[config.mk]
export PLATFORM = sky130hd
export DESIGN_NAME = mxb_bus_seq
export DESIGN_NICKNAME = d
export VERILOG_FILES = /design/src/rtl/mxb_pkg.sv /design/src/rtl/mxb_phase_ctr.sv /design/src/rtl/mxb_cycle_latch.sv /design/src/rtl/mxb_strobe_dec.sv /design/src/rtl/mxb_port_mux.sv /design/src/rtl/mxb_bus_seq.sv
export SDC_FILE = /design/constraint.sdc
export NUM_CORES = 1
export LEC_CHECK = 0
export BUFFER_PORTS_ARGS = -buffer_cell sky130_fd_sc_hd__clkbuf_2
export CAP_MARGIN = 20
export CORE_ASPECT_RATIO = 1.25
export CORE_MARGIN = 2
export CORE_UTILIZATION = 38
export CTS_CLUSTER_SIZE = 16
export DETAILED_ROUTE_END_ITERATION = 12
export PLACE_DENSITY = 0.69
export SLEW_MARGIN = 10
export SYNTH_ARGS = -nofsm -noshare
export SYNTH_HDL_FRONTEND = slang
export SYNTH_HIERARCHICAL = 1
export SYNTH_SLANG_ARGS = --single-unit
[constraint.sdc]
create_clock -name clk -period 2.7 [get_ports clk]
set_clock_uncertainty 0.15 [all_clocks]
set_input_delay 0.405 -clock clk [delete_from_list [all_inputs] [get_ports clk]]
set_output_delay 0.405 -clock clk [all_outputs]
set_load 0.02 [all_outputs]
[src/rtl/mxb_pkg.sv]
// Shared timing constants and the cycle kind for the external bus sequencer.
// Assumes one machine cycle = MC_CLKS oscillator clocks split in two equal slots.
package mxb_pkg;
    localparam int MC_CLKS    = 12;
    localparam int SLOTS      = 2;
    localparam int PH_W       = $clog2(MC_CLKS);
    typedef logic [PH_W-1:0] phase_t;

    typedef enum logic [1:0] {
        CK_IDLE  = 2'd0,
        CK_FETCH = 2'd1,
        CK_DRD   = 2'd2,
        CK_DWR   = 2'd3
    } cyc_kind_e;

    // strobe timing in oscillator clocks
    localparam int ALE_HI    = 2;
    localparam int ADDR_HOLD = 1;
    localparam int PSEN_GAP  = 1;
    localparam int PSEN_LEN  = 3;
    localparam int RW_GAP    = 3;
    localparam int RW_LEN    = 6;

    localparam phase_t SLOT_CLKS  = phase_t'(MC_CLKS / SLOTS);
    localparam phase_t LAST_PH    = phase_t'(MC_CLKS - 1);
    localparam phase_t ALE_END    = phase_t'(ALE_HI);
    localparam phase_t ADDR_LAST  = phase_t'(ALE_HI + ADDR_HOLD - 1);
    localparam phase_t PSEN_FIRST = phase_t'(ALE_HI + PSEN_GAP);
    localparam phase_t PSEN_LAST  = phase_t'(ALE_HI + PSEN_GAP + PSEN_LEN - 1);
    localparam phase_t RW_FIRST   = phase_t'(ALE_HI + RW_GAP);
    localparam phase_t RW_LAST    = phase_t'(ALE_HI + RW_GAP + RW_LEN - 1);
endpackage

[src/rtl/mxb_phase_ctr.sv]
// Oscillator-clock phase counter inside one machine cycle.
// Assumes the cycle length is fixed by the package; wraps at LAST_PH.
module mxb_phase_ctr
    import mxb_pkg::*;
(
    input  logic   clk,
    input  logic   rst_n,
    output phase_t phase,
    output logic   cyc_last
);
    // count phases, restart every machine cycle
    always_ff @(posedge clk) begin
        if (!rst_n)                phase <= '0;
        else if (phase == LAST_PH) phase <= '0;
        else                       phase <= phase + phase_t'(1);
    end

    // last phase marks the request sampling edge
    always_comb cyc_last = (phase == LAST_PH);

    AST_PHASE_WRAP: assert property (@(posedge clk) disable iff (!rst_n)
        cyc_last |=> (phase == '0));
endmodule

[src/rtl/mxb_cycle_latch.sv]
// Captures the request for the next machine cycle at the end of the current one.
// Assumes data requests win over fetches; fetch slots are classified internal
// or external from the strap and the INT_TOP boundary at capture time.
module mxb_cycle_latch
    import mxb_pkg::*;
#(
    parameter int AW = 16,
    parameter int DW = 8,
    parameter logic [AW-1:0] INT_TOP = 'h0FFF
) (
    input  logic             clk,
    input  logic             rst_n,
    input  logic             cyc_last,
    input  logic             fetch_req,
    input  logic [AW-1:0]    fetch_pc,
    input  logic             data_req,
    input  logic             data_we,
    input  logic             data_wide,
    input  logic [AW-1:0]    data_ptr,
    input  logic [DW-1:0]    data_reg,
    input  logic [DW-1:0]    wr_byte,
    input  logic             ext_strap,
    input  logic             ale_off,
    output cyc_kind_e        kind,
    output logic             ale_off_q,
    output logic [AW-1:0]    addr_q,
    output logic             wide_q,
    output logic [DW-1:0]    wdata_q,
    output logic [SLOTS-1:0] ext_q
);
    logic [AW-1:0]    slot_pc [SLOTS];
    logic [SLOTS-1:0] slot_ext;
    cyc_kind_e        kind_d;
    logic [AW-1:0]    addr_d;

    // per-slot fetch address and bus/internal decision
    for (genvar s = 0; s < SLOTS; s++) begin : g_slot
        assign slot_pc[s]  = fetch_pc + AW'(s);
        assign slot_ext[s] = !ext_strap || (slot_pc[s] > INT_TOP);
    end

    // choose next cycle kind and its base address
    always_comb begin
        if (data_req) begin
            kind_d = data_we ? CK_DWR : CK_DRD;
            addr_d = data_wide ? data_ptr : {{(AW-DW){1'b0}}, data_reg};
        end else if (fetch_req) begin
            kind_d = CK_FETCH;
            addr_d = fetch_pc;
        end else begin
            kind_d = CK_IDLE;
            addr_d = '0;
        end
    end

    // hold the cycle descriptor for one machine cycle
    always_ff @(posedge clk) begin
        if (!rst_n) begin
            kind      <= CK_IDLE;
            ale_off_q <= 1'b1;
            addr_q    <= '0;
            wide_q    <= 1'b0;
            wdata_q   <= '0;
            ext_q     <= '0;
        end else if (cyc_last) begin
            kind      <= kind_d;
            ale_off_q <= ale_off;
            addr_q    <= addr_d;
            wide_q    <= data_wide;
            wdata_q   <= wr_byte;
            ext_q     <= (kind_d == CK_FETCH) ? slot_ext : '0;
        end
    end

    AST_DATA_WINS: assert property (@(posedge clk) disable iff (!rst_n)
        (cyc_last && data_req) |=> (kind == CK_DRD || kind == CK_DWR));
endmodule

[src/rtl/mxb_strobe_dec.sv]
// Decodes the bus strobes and port-0 drive windows from phase and cycle kind.
// Assumes registered phase and descriptor, so outputs change only after edges.
module mxb_strobe_dec
    import mxb_pkg::*;
#(
    parameter int SL = SLOTS
) (
    input  logic          clk,
    input  logic          rst_n,
    input  phase_t        phase,
    input  cyc_kind_e     kind,
    input  logic          ale_off_q,
    input  logic [SL-1:0] ext_q,
    output logic          ale,
    output logic          psen_n,
    output logic          rd_n,
    output logic          wr_n,
    output logic          slot,
    output logic          drive_addr,
    output logic          drive_wdata,
    output logic          cap_now,
    output logic          cap_code
);
    phase_t sub;
    logic   is_data;
    logic   fetch_ext;
    logic   rw_win;

    // split the cycle into slot index and phase within slot
    always_comb begin
        slot = (phase >= SLOT_CLKS);
        sub  = slot ? (phase - SLOT_CLKS) : phase;
    end

    // classify the current slot
    always_comb begin
        is_data   = (kind == CK_DRD) || (kind == CK_DWR);
        fetch_ext = (kind == CK_FETCH) && ext_q[slot];
        rw_win    = (phase >= RW_FIRST) && (phase <= RW_LAST);
    end

    // address latch strobe: data cycles skip slot 1, others obey ale_off
    always_comb begin
        if (sub >= ALE_END) ale = 1'b0;
        else if (is_data)   ale = !slot;
        else                ale = !ale_off_q;
    end

    // read/write strobes
    always_comb begin
        psen_n = !(fetch_ext && (sub >= PSEN_FIRST) && (sub <= PSEN_LAST));
        rd_n   = !((kind == CK_DRD) && rw_win);
        wr_n   = !((kind == CK_DWR) && rw_win);
    end

    // port 0 drive windows and read capture points
    always_comb begin
        drive_addr  = (fetch_ext || (is_data && !slot)) && (sub <= ADDR_LAST);
        drive_wdata = (kind == CK_DWR) && (phase > ADDR_LAST);
        cap_now     = (fetch_ext && (sub == PSEN_LAST))
                   || ((kind == CK_DRD) && (phase == RW_LAST));
        cap_code    = (kind == CK_FETCH);
    end

    AST_ALE_TWO_CLKS: assert property (@(posedge clk) disable iff (!rst_n)
        $fell(ale) |-> ($past(ale, 2) && !$past(ale, 3)));
    AST_PSEN_THREE_CLKS: assert property (@(posedge clk) disable iff (!rst_n)
        $rose(psen_n) |-> (!$past(psen_n, 3) && $past(psen_n, 4)));
    AST_RD_SIX_CLKS: assert property (@(posedge clk) disable iff (!rst_n)
        $rose(rd_n) |-> (!$past(rd_n, 6) && $past(rd_n, 7)));
    AST_WR_SIX_CLKS: assert property (@(posedge clk) disable iff (!rst_n)
        $rose(wr_n) |-> (!$past(wr_n, 6) && $past(wr_n, 7)));
    AST_ONE_STROBE: assert property (@(posedge clk) disable iff (!rst_n)
        $countones({!psen_n, !rd_n, !wr_n}) <= 1);
    AST_DATA_NO_PSEN: assert property (@(posedge clk) disable iff (!rst_n)
        is_data |-> psen_n);
endmodule

[src/rtl/mxb_port_mux.sv]
// Port 0 and port 2 output multiplexing plus the read-byte capture register.
// Assumes slot 1 of a fetch addresses the base address plus one.
module mxb_port_mux
    import mxb_pkg::*;
#(
    parameter int AW = 16,
    parameter int DW = 8,
    parameter int SL = SLOTS
) (
    input  logic          clk,
    input  logic          rst_n,
    input  cyc_kind_e     kind,
    input  logic          slot,
    input  logic          drive_addr,
    input  logic          drive_wdata,
    input  logic          cap_now,
    input  logic          cap_code,
    input  logic [AW-1:0] addr_q,
    input  logic          wide_q,
    input  logic [DW-1:0] wdata_q,
    input  logic [SL-1:0] ext_q,
    input  logic [DW-1:0] p2_latch,
    input  logic [DW-1:0] p0_in,
    output logic [DW-1:0] p0_out,
    output logic          p0_oe,
    output logic [DW-1:0] p2_out,
    output logic [DW-1:0] rbyte,
    output logic          rbyte_valid,
    output logic          rbyte_code
);
    logic [AW-1:0] slot_addr;

    // address of the current slot (fetch slot 1 is one higher)
    always_comb slot_addr = addr_q + ((kind == CK_FETCH && slot) ? AW'(1) : AW'(0));

    // port 0: low address, then write data, otherwise released
    always_comb begin
        p0_oe = drive_addr || drive_wdata;
        if (drive_addr)       p0_out = slot_addr[DW-1:0];
        else if (drive_wdata) p0_out = wdata_q;
        else                  p0_out = '0;
    end

    // port 2: high address on bus fetch slots and wide pointers, else latch
    always_comb begin
        if (kind == CK_FETCH && ext_q[slot])
            p2_out = slot_addr[AW-1:AW-DW];
        else if ((kind == CK_DRD || kind == CK_DWR) && wide_q)
            p2_out = addr_q[AW-1:AW-DW];
        else
            p2_out = p2_latch;
    end

    // capture the pad byte at the edge ending the read strobe
    always_ff @(posedge clk) begin
        if (!rst_n) begin
            rbyte_valid <= 1'b0;
            rbyte       <= '0;
            rbyte_code  <= 1'b0;
        end else begin
            rbyte_valid <= cap_now;
            if (cap_now) begin
                rbyte      <= p0_in;
                rbyte_code <= cap_code;
            end
        end
    end

    AST_CAPTURE_PULSE: assert property (@(posedge clk) disable iff (!rst_n)
        rbyte_valid |=> !rbyte_valid);
endmodule

[src/rtl/mxb_bus_seq.sv]
// Top of the multiplexed external memory bus sequencer.
// Assumes one request per machine cycle, sampled while cyc_accept is high.
module mxb_bus_seq
    import mxb_pkg::*;
#(
    parameter int AW = 16,
    parameter int DW = 8,
    parameter logic [AW-1:0] INT_TOP = 'h0FFF
) (
    input  logic          clk,
    input  logic          rst_n,
    input  logic          fetch_req,
    input  logic [AW-1:0] fetch_pc,
    input  logic          data_req,
    input  logic          data_we,
    input  logic          data_wide,
    input  logic [AW-1:0] data_ptr,
    input  logic [DW-1:0] data_reg,
    input  logic [DW-1:0] wr_byte,
    input  logic          ext_strap,
    input  logic          ale_off,
    input  logic [DW-1:0] p2_latch,
    input  logic [DW-1:0] p0_in,
    output logic          cyc_accept,
    output logic          ale,
    output logic          psen_n,
    output logic          rd_n,
    output logic          wr_n,
    output logic [DW-1:0] p0_out,
    output logic          p0_oe,
    output logic [DW-1:0] p2_out,
    output logic [DW-1:0] rbyte,
    output logic          rbyte_valid,
    output logic          rbyte_code
);
    phase_t           phase;
    cyc_kind_e        kind;
    logic             ale_off_q;
    logic [AW-1:0]    addr_q;
    logic             wide_q;
    logic [DW-1:0]    wdata_q;
    logic [SLOTS-1:0] ext_q;
    logic             slot, drive_addr, drive_wdata, cap_now, cap_code;

    mxb_phase_ctr i_phase (
        .clk(clk), .rst_n(rst_n), .phase(phase), .cyc_last(cyc_accept)
    );

    mxb_cycle_latch #(.AW(AW), .DW(DW), .INT_TOP(INT_TOP)) i_latch (
        .clk(clk), .rst_n(rst_n), .cyc_last(cyc_accept),
        .fetch_req(fetch_req), .fetch_pc(fetch_pc),
        .data_req(data_req), .data_we(data_we), .data_wide(data_wide),
        .data_ptr(data_ptr), .data_reg(data_reg), .wr_byte(wr_byte),
        .ext_strap(ext_strap), .ale_off(ale_off),
        .kind(kind), .ale_off_q(ale_off_q), .addr_q(addr_q),
        .wide_q(wide_q), .wdata_q(wdata_q), .ext_q(ext_q)
    );

    mxb_strobe_dec #(.SL(SLOTS)) i_strobe (
        .clk(clk), .rst_n(rst_n), .phase(phase), .kind(kind),
        .ale_off_q(ale_off_q), .ext_q(ext_q),
        .ale(ale), .psen_n(psen_n), .rd_n(rd_n), .wr_n(wr_n),
        .slot(slot), .drive_addr(drive_addr), .drive_wdata(drive_wdata),
        .cap_now(cap_now), .cap_code(cap_code)
    );

    mxb_port_mux #(.AW(AW), .DW(DW), .SL(SLOTS)) i_ports (
        .clk(clk), .rst_n(rst_n), .kind(kind), .slot(slot),
        .drive_addr(drive_addr), .drive_wdata(drive_wdata),
        .cap_now(cap_now), .cap_code(cap_code),
        .addr_q(addr_q), .wide_q(wide_q), .wdata_q(wdata_q), .ext_q(ext_q),
        .p2_latch(p2_latch), .p0_in(p0_in),
        .p0_out(p0_out), .p0_oe(p0_oe), .p2_out(p2_out),
        .rbyte(rbyte), .rbyte_valid(rbyte_valid), .rbyte_code(rbyte_code)
    );

    AST_READ_FLOATS: assert property (@(posedge clk) disable iff (!rst_n)
        (!psen_n || !rd_n) |-> !p0_oe);
    AST_WRITE_DRIVEN: assert property (@(posedge clk) disable iff (!rst_n)
        !wr_n |-> p0_oe);
endmodule

==> results of run 1 <==
[worst reg2reg max path, cell delays in order (launching register included)]
cell      delay [ns]
dfxtp_4         0.37
buf_4           0.13
buf_4           0.14
ha_1            0.20
and3b_2         0.30
inv_4           0.21
nor3b_4         0.07
buf_4           0.18
a222oi_1        0.31
nor2b_1         0.08
[worst max-delay path by stage]
stage / to / slack [ns] / from
detailed placement: p2_out[4] / 0.02 / i_phase/phase[1]$_SDFF_PP0_
CTS: p2_out[6] / -0.08 / i_phase/phase[2]$_SDFF_PP0_
finish: p2_out[6] / -0.12 / i_phase/phase[1]$_SDFF_PP0_
global route: p2_out[6] / -0.20 / i_phase/phase[1]$_SDFF_PP0_
floorplan: p2_out[4] / 0.02 / i_phase/phase[1]$_SDFF_PP0_
global placement: p2_out[4] / 0.07 / i_phase/phase[1]$_SDFF_PP0_
[state kept, by name, summed over array words and instances (netlist names)]
name and count:
i_phase/phase 4, i_latch/wdata_q 8, i_latch/ext_q 2, i_latch/ale_off_q 1, i_latch/kind 2, i_latch/addr_q 16
i_ports/rbyte_valid 1, i_ports/rbyte_code 1, i_ports/rbyte 8, i_latch/wide_q 1
[synthesized netlist by cell type (2+ instances only)]
master,number
dfxtp_1,44
nor2b_1,39
mux2i_1,30
nand2_1,18
nor2_1,14
a22o_1,9
a21oi_1,8
a221oi_1,8
a222oi_1,8
nor3_1,8
and3_1,7
clkbuf_1,7
nand4_1,7
o22ai_1,7
nand3_1,6
nor3_2,6
o21ai_0,6
a211oi_1,5
ha_1,5
inv_1,5
and2_1,4
buf_6,4
and4_1,3
buf_2,3
nor4_1,3
o211ai_1,3
xnor2_1,3
buf_4,2
inv_4,2
nor4b_1,2
o21ai_1,2
xor2_1,2
[report_power, final]
| part | switching (W) | total (W) | leakage, nW | internal [W] |
|---|---|---|---|---|
| logic | 0.0000905 | 0.000195 | 1.23 | 0.000105 |
| registers | 0.00000461 | 0.000657 | 0.356 | 0.000652 |
| clock network | 0.000240 | 0.000519 | 0.0548 | 0.000279 |
[per-layer routing]
layer  wire (um)  part of all wire (%)  GRT usage, %  vias up
li1            -                     -             -     1446
met1        3200                    39          23.3     1349
met2        4200                    52          37.0      111
met3         492                   6.1          2.87       18
met4         227                   2.8          6.65        0
met5           0                     0             0        -
[cell type report]
class / instances / area [um^2]
clock buffer: 5 / 68.8
clock inverter: 3 / 46.3
fill: 692 / 3370
inverter: 7 / 33.8
multi-input combinational: 249 / 1970
sequential: 44 / 888
tap: 92 / 115
timing repair buffer: 132 / 820
[logic make-up after synthesis]
| family | Yosys count | synth area share, % |
|---|---|---|
| compound gates | 70 | 19.2 |
| xor+xnor | 5 | 1.54 |
| fa+ha+maj | 5 | 2.20 |
| buf+inv | 23 | 4.67 |
| flops | 44 | 31.0 |
| mux | 31 | 11.1 |
| simple gates | 137 | 30.3 |
[repair_timing]
item                                    in CTS  in global routing
endpoints found under the hold margin        0                  0
gates cloned                                 2                  0
buffers inserted                             5                  2
endpoints found under the setup margin      17                 17
gates resized for setup                     46                 28
pin swaps                                   13                 11
[through the flow]
stage,area (um^2),setup TNS [ns],utilization (%),setup WS [ns],hold WS [ns]
4_1_cts,3880,-0.379,53.0,-0.0810,0.170
3_5_place_dp,3550,0,48.6,0.0239,0.338
6_report,3940,-0.409,53.9,-0.118,0.180
2_1_floorplan,2860,0,-,0.0247,0.316
3_3_place_gp,3550,0,48.6,0.0749,0.335
5_1_grt,3940,-2.09,53.9,-0.202,0.191
==> flow_metrics.py, run 1 <==
metrics = {
    "sta": {
        "period_share_pct": 104,
        "worst_slew_pin_slew_ns": 0.710,
        "slew-limit-headroom_pct": 52.7,
        "max_clock_freq_mhz": 355,
        "final_max_slew_viol_count": 0,
        "fin_ws_ns": -0.118,
        "hold_violations": 0,
        "setup_violations": 7,
        "post-route-min-period_ns": 2.82,
        "rsz0062_at_grt": "yes",
    },
    "global_routing": {
        "grt_pass1_vias": 2840,
        "grt_pass1_wl_um": 13100,
        "gr-total-overflow": 0,
        "antenna_found_initial": 0,
        "grt_max_degree": 45,
        "grtUsageTotal_pct": 20.1,
    },
    "worst_setup_path": {
        "rrSetupSlack_ns": 0.44,
        "cp_common_cell": "ha_4",
        "worstSetupEndpointType": "output port",
        "worst_r2r_endpoint": "i_latch/addr_q[8]$_SDFFE_PN0P_",
        "cp_max_fo": 6,
        "crit_slowest_cell": "dfxtp_4",
        "worst-path-buf-inv": 1,
        "max_stage_delay_ns": 0.38,
        "r2r_cells": 9,
        "setup.worst_path.class": "reg -> out",
        "path_cells": "ha_4 > nand2b_4 > nand3_2 > and2_4 > ha_4 > ha_4 > nand4_1 > nor2_4 > and4_4 > nor3_2 > buf_4",
        "reg2reg_from": "i_phase/phase[1]$_SDFF_PP0_",
        "path_depth": 11,
        "cp-start-kind": "register",
        "required_ns": 2.14,
        "arrival_ns": 2.26,
        "cp_top_family": "simple AND/OR/NAND/NOR gates",
    },
    "placed_design": {
        "io_buffers": 103,
        "place_inst": 516,
        "gp_congestion": 0.825,
        "dp_hpwl_um": 6000,
    },
    "synthesis": {
        "syn-instance-count": 315,
        "syn_nets": 392,
        "yosys-top-cells-area": "dfxtp_1, mux2i_1, nor2b_1",
        "synth_area_per_cell_um2": 9.02,
        "synth.largest_area_cell": "dfxtp_1",
        "seq_area_frac_synth_pct": 31.0,
        "synth-seq-cells": 44,
        "synthArstFlopShare_pct": 0,
        "ys.flop_type": "dfxtp_1",
        "ys_warn_count": 6,
        "synth_edf_count": 0,
        "netlist_area_mm2": 0.00284,
        "synth_cell_types": 67,
        "synth_top_area_share_pct": 31.0,
    },
    "floorplan": {
        "die-area_mm2": 0.00819,
        "core_area_mm2": 0.00731,
        "num_io_pins": 104,
        "fp-row-count": 35,
        "start_util_pct": 38.9,
        "die_y_um": 101,
        "fp.dieW_um": 81.3,
    },
    "worst_hold_path": {
        "holdCritStartpoint": "ale_off",
        "min_path_cells": 3,
        "hold_class": "in -> reg",
        "worstHoldEndpoint": "i_latch/ale_off_q$_SDFFE_PN1P_",
    },
    "routing": {
        "drt_iter0_drc": 183,
        "routed_wl_um": 8110,
        "via_count": 2924,
        "vias_per_cell": 5.50,
        "wl_per_cell_um": 15.2,
        "ant_nets": 0,
        "first_pass_iters": 5,
        "drc": 0,
    },
    "clock_tree": {
        "clkSinkCount": 44,
        "hold_buffers": 0,
        "clk_pin_slew_ns": 0.08,
        "cts_max_path_buffers": 2,
        "cts_buffers": 5,
        "worstSkewPairLatency_ns": 0.30,
        "htree_levels": 2,
        "cts-root-buf": "clkbuf_8",
        "cts_tree": "yes",
    },
    "final_layout": {
        "layout_common_cells": "clkbuf_2, dfxtp_1, nor2b_1",
        "stdcell_count": 532,
        "syn_to_final_growth_pct": 38.7,
        "nets": 516,
        "layout-drive-gt1-share_pct": 43.0,
        "layout_commonest_cell": "clkbuf_2",
        "num_antenna_cells": 0,
    },
    "outcome": {
        "violations": "setup timing",
        "outcome": "finished, violations left",
    },
    "power": {
        "total_power_w": 0.00137,
        "p_per_area_mw_per_mm2": 348,
        "leakagePower_nw": 1.64,
        "peakVddDrop_v": 0.000301,
    },
    "flow_run": {
        "drv_cap": 0,
    },
}
No activity file was read; power rests on OpenSTA's default activity.
==> inputs of run 2 (changes only) <==
--- a/config.mk
+++ b/config.mk
@@ -6,11 +6,10 @@
 export NUM_CORES = 1
 export LEC_CHECK = 0
 export BUFFER_PORTS_ARGS = -buffer_cell sky130_fd_sc_hd__clkbuf_2
-export CAP_MARGIN = 20
+export CAP_MARGIN = 40
 export CORE_ASPECT_RATIO = 1.25
 export CORE_MARGIN = 2
 export CORE_UTILIZATION = 38
-export CTS_CLUSTER_SIZE = 16
 export DETAILED_ROUTE_END_ITERATION = 12
 export PLACE_DENSITY = 0.69
 export SLEW_MARGIN = 10
==> constraint.sdc (replaced) <==
create_clock -name clk -period 2.71 [get_ports clk]
set_clock_uncertainty 0.15 [all_clocks]
set_input_delay 0.4065 -clock clk [delete_from_list [all_inputs] [get_ports clk]]
set_output_delay 0.4065 -clock clk [all_outputs]
set_load 0.02 [all_outputs]
==> flow_metrics.py, run 2 (synthesis results as in run 1) <==
metrics = {
    "outcome": {
        "outcome": "finished, violations left",
        "violations": "setup timing",
    },
    "worst_setup_path": {
        "worstSetupEndpointType": "output port",
        "setup.worst_path.class": "reg -> out",
        "cp_max_fo": 6,
        "cp-start-kind": "register",
        "required_ns": 2.15,
        "arrival_ns": 2.23,
    },
    "routing": {
        "drc": 0,
        "vias_per_cell": 5.53,
        "drt_iter0_drc": 115,
        "via_count": 2912,
        "ant_nets": 0,
        "first_pass_iters": 5,
        "routed_wl_um": 8030,
        "wl_per_cell_um": 15.2,
    },
    "clock_tree": {
        "cts_tree": "yes",
        "clkSinkCount": 44,
        "cts_max_path_buffers": 2,
        "worstSkewPairLatency_ns": 0.29,
        "cts_buffers": 5,
        "clk_pin_slew_ns": 0.09,
        "cts-root-buf": "clkbuf_8",
        "hold_buffers": 0,
        "htree_levels": 2,
    },
    "floorplan": {
        "core_area_mm2": 0.00731,
        "start_util_pct": 38.9,
        "die_y_um": 101,
        "num_io_pins": 104,
        "die-area_mm2": 0.00819,
        "fp.dieW_um": 81.3,
        "fp-row-count": 35,
    },
    "power": {
        "peakVddDrop_v": 0.000330,
        "p_per_area_mw_per_mm2": 343,
        "leakagePower_nw": 1.64,
        "total_power_w": 0.00135,
    },
    "final_layout": {
        "layout_commonest_cell": "clkbuf_2",
        "fill_cells": 675,
        "top_regs": "i_latch/addr_q (16), i_latch/wdata_q (8), i_ports/rbyte (8)",
        "layout_common_cells": "clkbuf_2, dfxtp_1, nor2b_1",
        "fin_area_mm2": 0.00394,
        "num_antenna_cells": 0,
        "nets": 511,
        "largest_register_ffs": 16,
        "largest_register": "i_latch/addr_q",
        "final_util_pct": 53.9,
        "layout-drive-gt1-share_pct": 42.1,
        "syn_to_final_growth_pct": 38.7,
    },
    "sta": {
        "worst_slew_pin_slew_ns": 0.708,
        "setup_violations": 9,
        "final_max_slew_viol_count": 0,
        "slew-limit-headroom_pct": 52.8,
        "max_clock_freq_mhz": 359,
        "post-route-min-period_ns": 2.79,
        "fin_setup_tns_ns": -0.247,
        "whs_ns": 0.174,
        "fin_ws_ns": -0.0766,
        "hold_violations": 0,
        "rsz0062_at_grt": "yes",
        "period_share_pct": 103,
    },
    "flow_run": {
        "drv_cap": 0,
    },
    "global_routing": {
        "antenna_found_initial": 0,
        "gr-total-overflow": 0,
        "grt_pass1_wl_um": 13100,
        "grt_pass1_vias": 2827,
        "grtUsageTotal_pct": 20.1,
        "grt_max_degree": 45,
    },
    "placed_design": {
        "placed_cell_area_mm2": 0.00348,
        "dp_hpwl_um": 5810,
        "io_buffers": 103,
        "gp_congestion": 0.833,
    },
    "worst_hold_path": {
        "hold_class": "in -> reg",
    },
}
-- run 2: layer usage --
layer  global-route usage [%]  routed length, um  up-vias
li1                         -                  -     1431
met1                     22.9               3210     1365
met2                     38.0               4290      106
met3                     3.14                429       10
met4                     4.95                 99        0
met5                        0                  0        -
-- run 2: area by class of cell --
cell class              instances  area, um^2  area share [%]
multi-input cells             249        1980            50.2
flip-flops and latches         44         888            22.5
repair buffers                127         811            20.6
well taps                      92         115            2.92
clock buffers                   5        68.8            1.75
clock inverters                 3        46.3            1.17
inverters                       7        33.8           0.857
-- run 2: report_power, final --
group	internal [W]	total (W)	switching [W]
Sequential	0.000650	0.000654	0.00000467
Combinational	0.0000988	0.000188	0.0000887
Clock	0.000278	0.000512	0.000234
-- run 2: worst paths after layout --
kind                                                startpoint                        endpoint  slack [ns]  cells past startpoint
worst max-delay path               i_phase/phase[1]$_SDFF_PP0_                       p2_out[6]       -0.08                     11
worst min-delay path                                   ale_off  i_latch/ale_off_q$_SDFFE_PN1P_        0.17                      3
worst max register to register     i_phase/phase[1]$_SDFF_PP0_   i_latch/ext_q[1]$_SDFFE_PN0P_        0.39                      9
worst min register to register  i_latch/ale_off_q$_SDFFE_PN1P_  i_latch/ale_off_q$_SDFFE_PN1P_        0.37                      2
-- run 2: timing repair --
action / in CTS / in global routing
setup buffers: 7 / 3
gates resized for setup: 51 / 25
setup endpoints to repair: 17 / 17
gates cloned: 2 / 0
pin swaps: 18 / 11
-- run 2: worst max-delay path: stages (launching register included) --
cell	delay [ns]
dfxtp_4	0.38
ha_4	0.15
nand2b_4	0.06
nand3_2	0.07
and2_4	0.14
ha_4	0.15
ha_4	0.13
nand4_1	0.18
nor2_4	0.23
and4_4	0.25
nor3_2	0.03
buf_4	0.16
-- run 2: through the flow --
| step | setup WS (ns) | std cells |
|---|---|---|
| CTS | -0.0875 | 524 |
| detailed placement | 0.0521 | 508 |
| floorplan | 0.00393 | 315 |
| global placement | 0.104 | 508 |
| global route | -0.207 | 527 |
| finish | -0.0766 | 527 |
==> inputs of run 3 (changes only) <==
--- a/config.mk
+++ b/config.mk
@@ -10,8 +10,10 @@
 export CORE_ASPECT_RATIO = 1.25
 export CORE_MARGIN = 2
 export CORE_UTILIZATION = 38
+export CTS_BUF_LIST = sky130_fd_sc_hd__clkbuf_8
 export DETAILED_ROUTE_END_ITERATION = 12
 export PLACE_DENSITY = 0.69
+export RECOVER_POWER = 25
 export SLEW_MARGIN = 10
 export SYNTH_ARGS = -nofsm -noshare
 export SYNTH_HDL_FRONTEND = slang
==> flow_metrics.py, run 3 (synthesis results as in run 1) <==
metrics = {
    "sta": {
        "max_clock_freq_mhz": 360,
        "fin_setup_tns_ns": -0.210,
        "hold_violations": 0,
        "setup_violations": 9,
        "rsz0062_at_grt": "yes",
        "whs_ns": 0.176,
        "slew-limit-headroom_pct": 53.2,
        "worst_slew_pin_slew_ns": 0.702,
        "final_max_slew_viol_count": 0,
        "period_share_pct": 103,
        "post-route-min-period_ns": 2.78,
        "fin_ws_ns": -0.0695,
    },
    "power": {
        "leakagePower_nw": 1.60,
        "p_per_area_mw_per_mm2": 345,
        "peakVddDrop_v": 0.000330,
    },
    "final_layout": {
        "top_regs": "i_latch/addr_q (16), i_latch/wdata_q (8), i_ports/rbyte (8)",
        "nets": 511,
        "layout-drive-gt1-share_pct": 39.5,
        "layout_commonest_cell": "clkbuf_2",
        "stdcell_count": 527,
        "largest_register": "i_latch/addr_q",
        "syn_to_final_growth_pct": 38.2,
        "largest_register_ffs": 16,
        "num_antenna_cells": 0,
        "final_util_pct": 53.7,
        "layout_common_cells": "clkbuf_2, dfxtp_1, nor2b_1",
    },
    "worst_setup_path": {
        "rrSetupSlack_ns": 0.19,
        "worstSetupEndpointType": "output port",
        "crit_end": "p2_out[6]",
        "cp-start-kind": "register",
        "path_cells": "ha_4 > nand2b_4 > nand3_2 > and2_4 > ha_4 > ha_4 > nand4_1 > nor2_4 > and4_4 > nor3_2 > buf_4",
        "arrival_ns": 2.22,
        "cp_max_fo": 6,
        "cp-startpoint": "i_phase/phase[1]$_SDFF_PP0_",
        "crit_slowest_cell": "dfxtp_4",
        "reg2reg_from": "i_phase/phase[1]$_SDFF_PP0_",
        "setup.worst_path.class": "reg -> out",
        "required_ns": 2.15,
        "cp_common_cell": "ha_4",
        "r2r_cells": 9,
        "worst_r2r_endpoint": "i_latch/addr_q[6]$_SDFFE_PN0P_",
        "max_stage_delay_ns": 0.38,
    },
    "clock_tree": {
        "clk_pin_slew_ns": 0.08,
        "cts_max_path_buffers": 2,
        "cts_buffers": 5,
        "cts_tree": "yes",
        "worstSkewPairLatency_ns": 0.29,
        "htree_levels": 2,
        "clkSinkCount": 44,
        "cts-root-buf": "clkbuf_8",
    },
    "global_routing": {
        "grt_pass1_wl_um": 13100,
        "met2_usage_pct": 38.0,
        "grt_pass1_vias": 2827,
        "grt_max_degree": 45,
        "grtUsageTotal_pct": 20.1,
        "use_met1_pct": 22.9,
        "gr-total-overflow": 0,
        "busiest_layer": "met2",
        "antenna_found_initial": 0,
        "use_met3_pct": 3.14,
    },
    "floorplan": {
        "fp-row-count": 35,
        "die-area_mm2": 0.00819,
        "start_util_pct": 38.9,
        "die_y_um": 101,
        "fp.dieW_um": 81.3,
        "num_io_pins": 104,
        "core_area_mm2": 0.00731,
    },
    "routing": {
        "vias_per_cell": 5.48,
        "drc": 0,
        "first_pass_iters": 5,
        "via_count": 2888,
        "ant_nets": 0,
        "routed_wl_um": 7980,
        "wl_per_cell_um": 15.1,
        "drt_iter0_drc": 120,
    },
    "outcome": {
        "violations": "setup timing",
        "outcome": "finished, violations left",
    },
    "placed_design": {
        "dp_slack_ns": 0.0521,
        "gp_congestion": 0.833,
        "dp_hpwl_um": 5810,
        "place_inst": 508,
        "io_buffers": 103,
    },
    "worst_hold_path": {
        "hold_class": "in -> reg",
    },
    "flow_run": {
        "drv_cap": 0,
    },
}
## run 3: cell types whose count changed in the layout (fill, tap and decap cells not counted), sizes merged
cell and change:
buf -1, clkbuf +1
## run 3: worst min path at each step
| stage | from | depth (start not counted) | slack [ns] | to |
|---|---|---|---|---|
| 4_1_cts | ale_off | 3 | 0.17 | i_latch/ale_off_q$_SDFFE_PN1P_ |
| 3_5_place_dp | i_latch/wdata_q[6]$_SDFFE_PN0P_ | 2 | 0.36 | i_latch/wdata_q[6]$_SDFFE_PN0P_ |
| 6_report | ale_off | 3 | 0.18 | i_latch/ale_off_q$_SDFFE_PN1P_ |
| 3_3_place_gp | i_latch/ale_off_q$_SDFFE_PN1P_ | 2 | 0.34 | i_latch/ale_off_q$_SDFFE_PN1P_ |
| 5_1_grt | ale_off | 3 | 0.19 | i_latch/ale_off_q$_SDFFE_PN1P_ |
| 2_1_floorplan | i_latch/ale_off_q$_SDFFE_PN1P_ | 2 | 0.32 | i_latch/ale_off_q$_SDFFE_PN1P_ |
## run 3: per-layer routing
layer / vias up / part of all wire [%]
met5: - / 0
met4: 0 / 1.0
met3: 6 / 4.9
met2: 96 / 54
met1: 1355 / 40
li1: 1431 / -
## run 3: critical path: cells and delay by family, from the launching register on
kind                     cells  cell delay (ns)
adder cells (fa/ha/maj)      3             0.43
flip-flops                   1             0.38
buffers and inverters        1             0.16
AND/OR/NAND/NOR              7             0.96
## run 3: cell type report
type / instances / area, um^2
clock buffer: 5 / 68.8
clock inverter: 3 / 46.3
fill: 681 / 3390
inverter: 7 / 33.8
multi-input combinational: 249 / 1980
sequential: 44 / 888
tap: 92 / 115
timing repair buffer: 127 / 796
## run 3: through the flow
stage	instance area (um^2)	total power [W]
global placement	3480	0.000828
floorplan	2850	0.000750
CTS	3870	0.00137
finish	3930	0.00135
global route	3930	0.00141
detailed placement	3480	0.000831
## run 3: report_power, final
| part | total [W] | internal [W] | switching (W) | leakage, nW |
|---|---|---|---|---|
| Combinational | 0.000188 | 0.0000989 | 0.0000888 | 1.19 |
| Sequential | 0.000654 | 0.000650 | 0.00000466 | 0.356 |
| Clock | 0.000511 | 0.000278 | 0.000234 | 0.0548 |
| Total | 0.00135 | 0.00103 | 0.000327 | 1.60 |
## run 3: what timing repair did
| item | in CTS | in global routing |
|---|---|---|
| setup endpoints to repair | 17 | 17 |
| gates resized for setup | 51 | 25 |
| hold buffers | 0 | 0 |
| setup buffers | 7 | 3 |
| pin swaps | 18 | 11 |
| gates cloned | 2 | 0 |
| hold endpoints to repair | 0 | 0 |
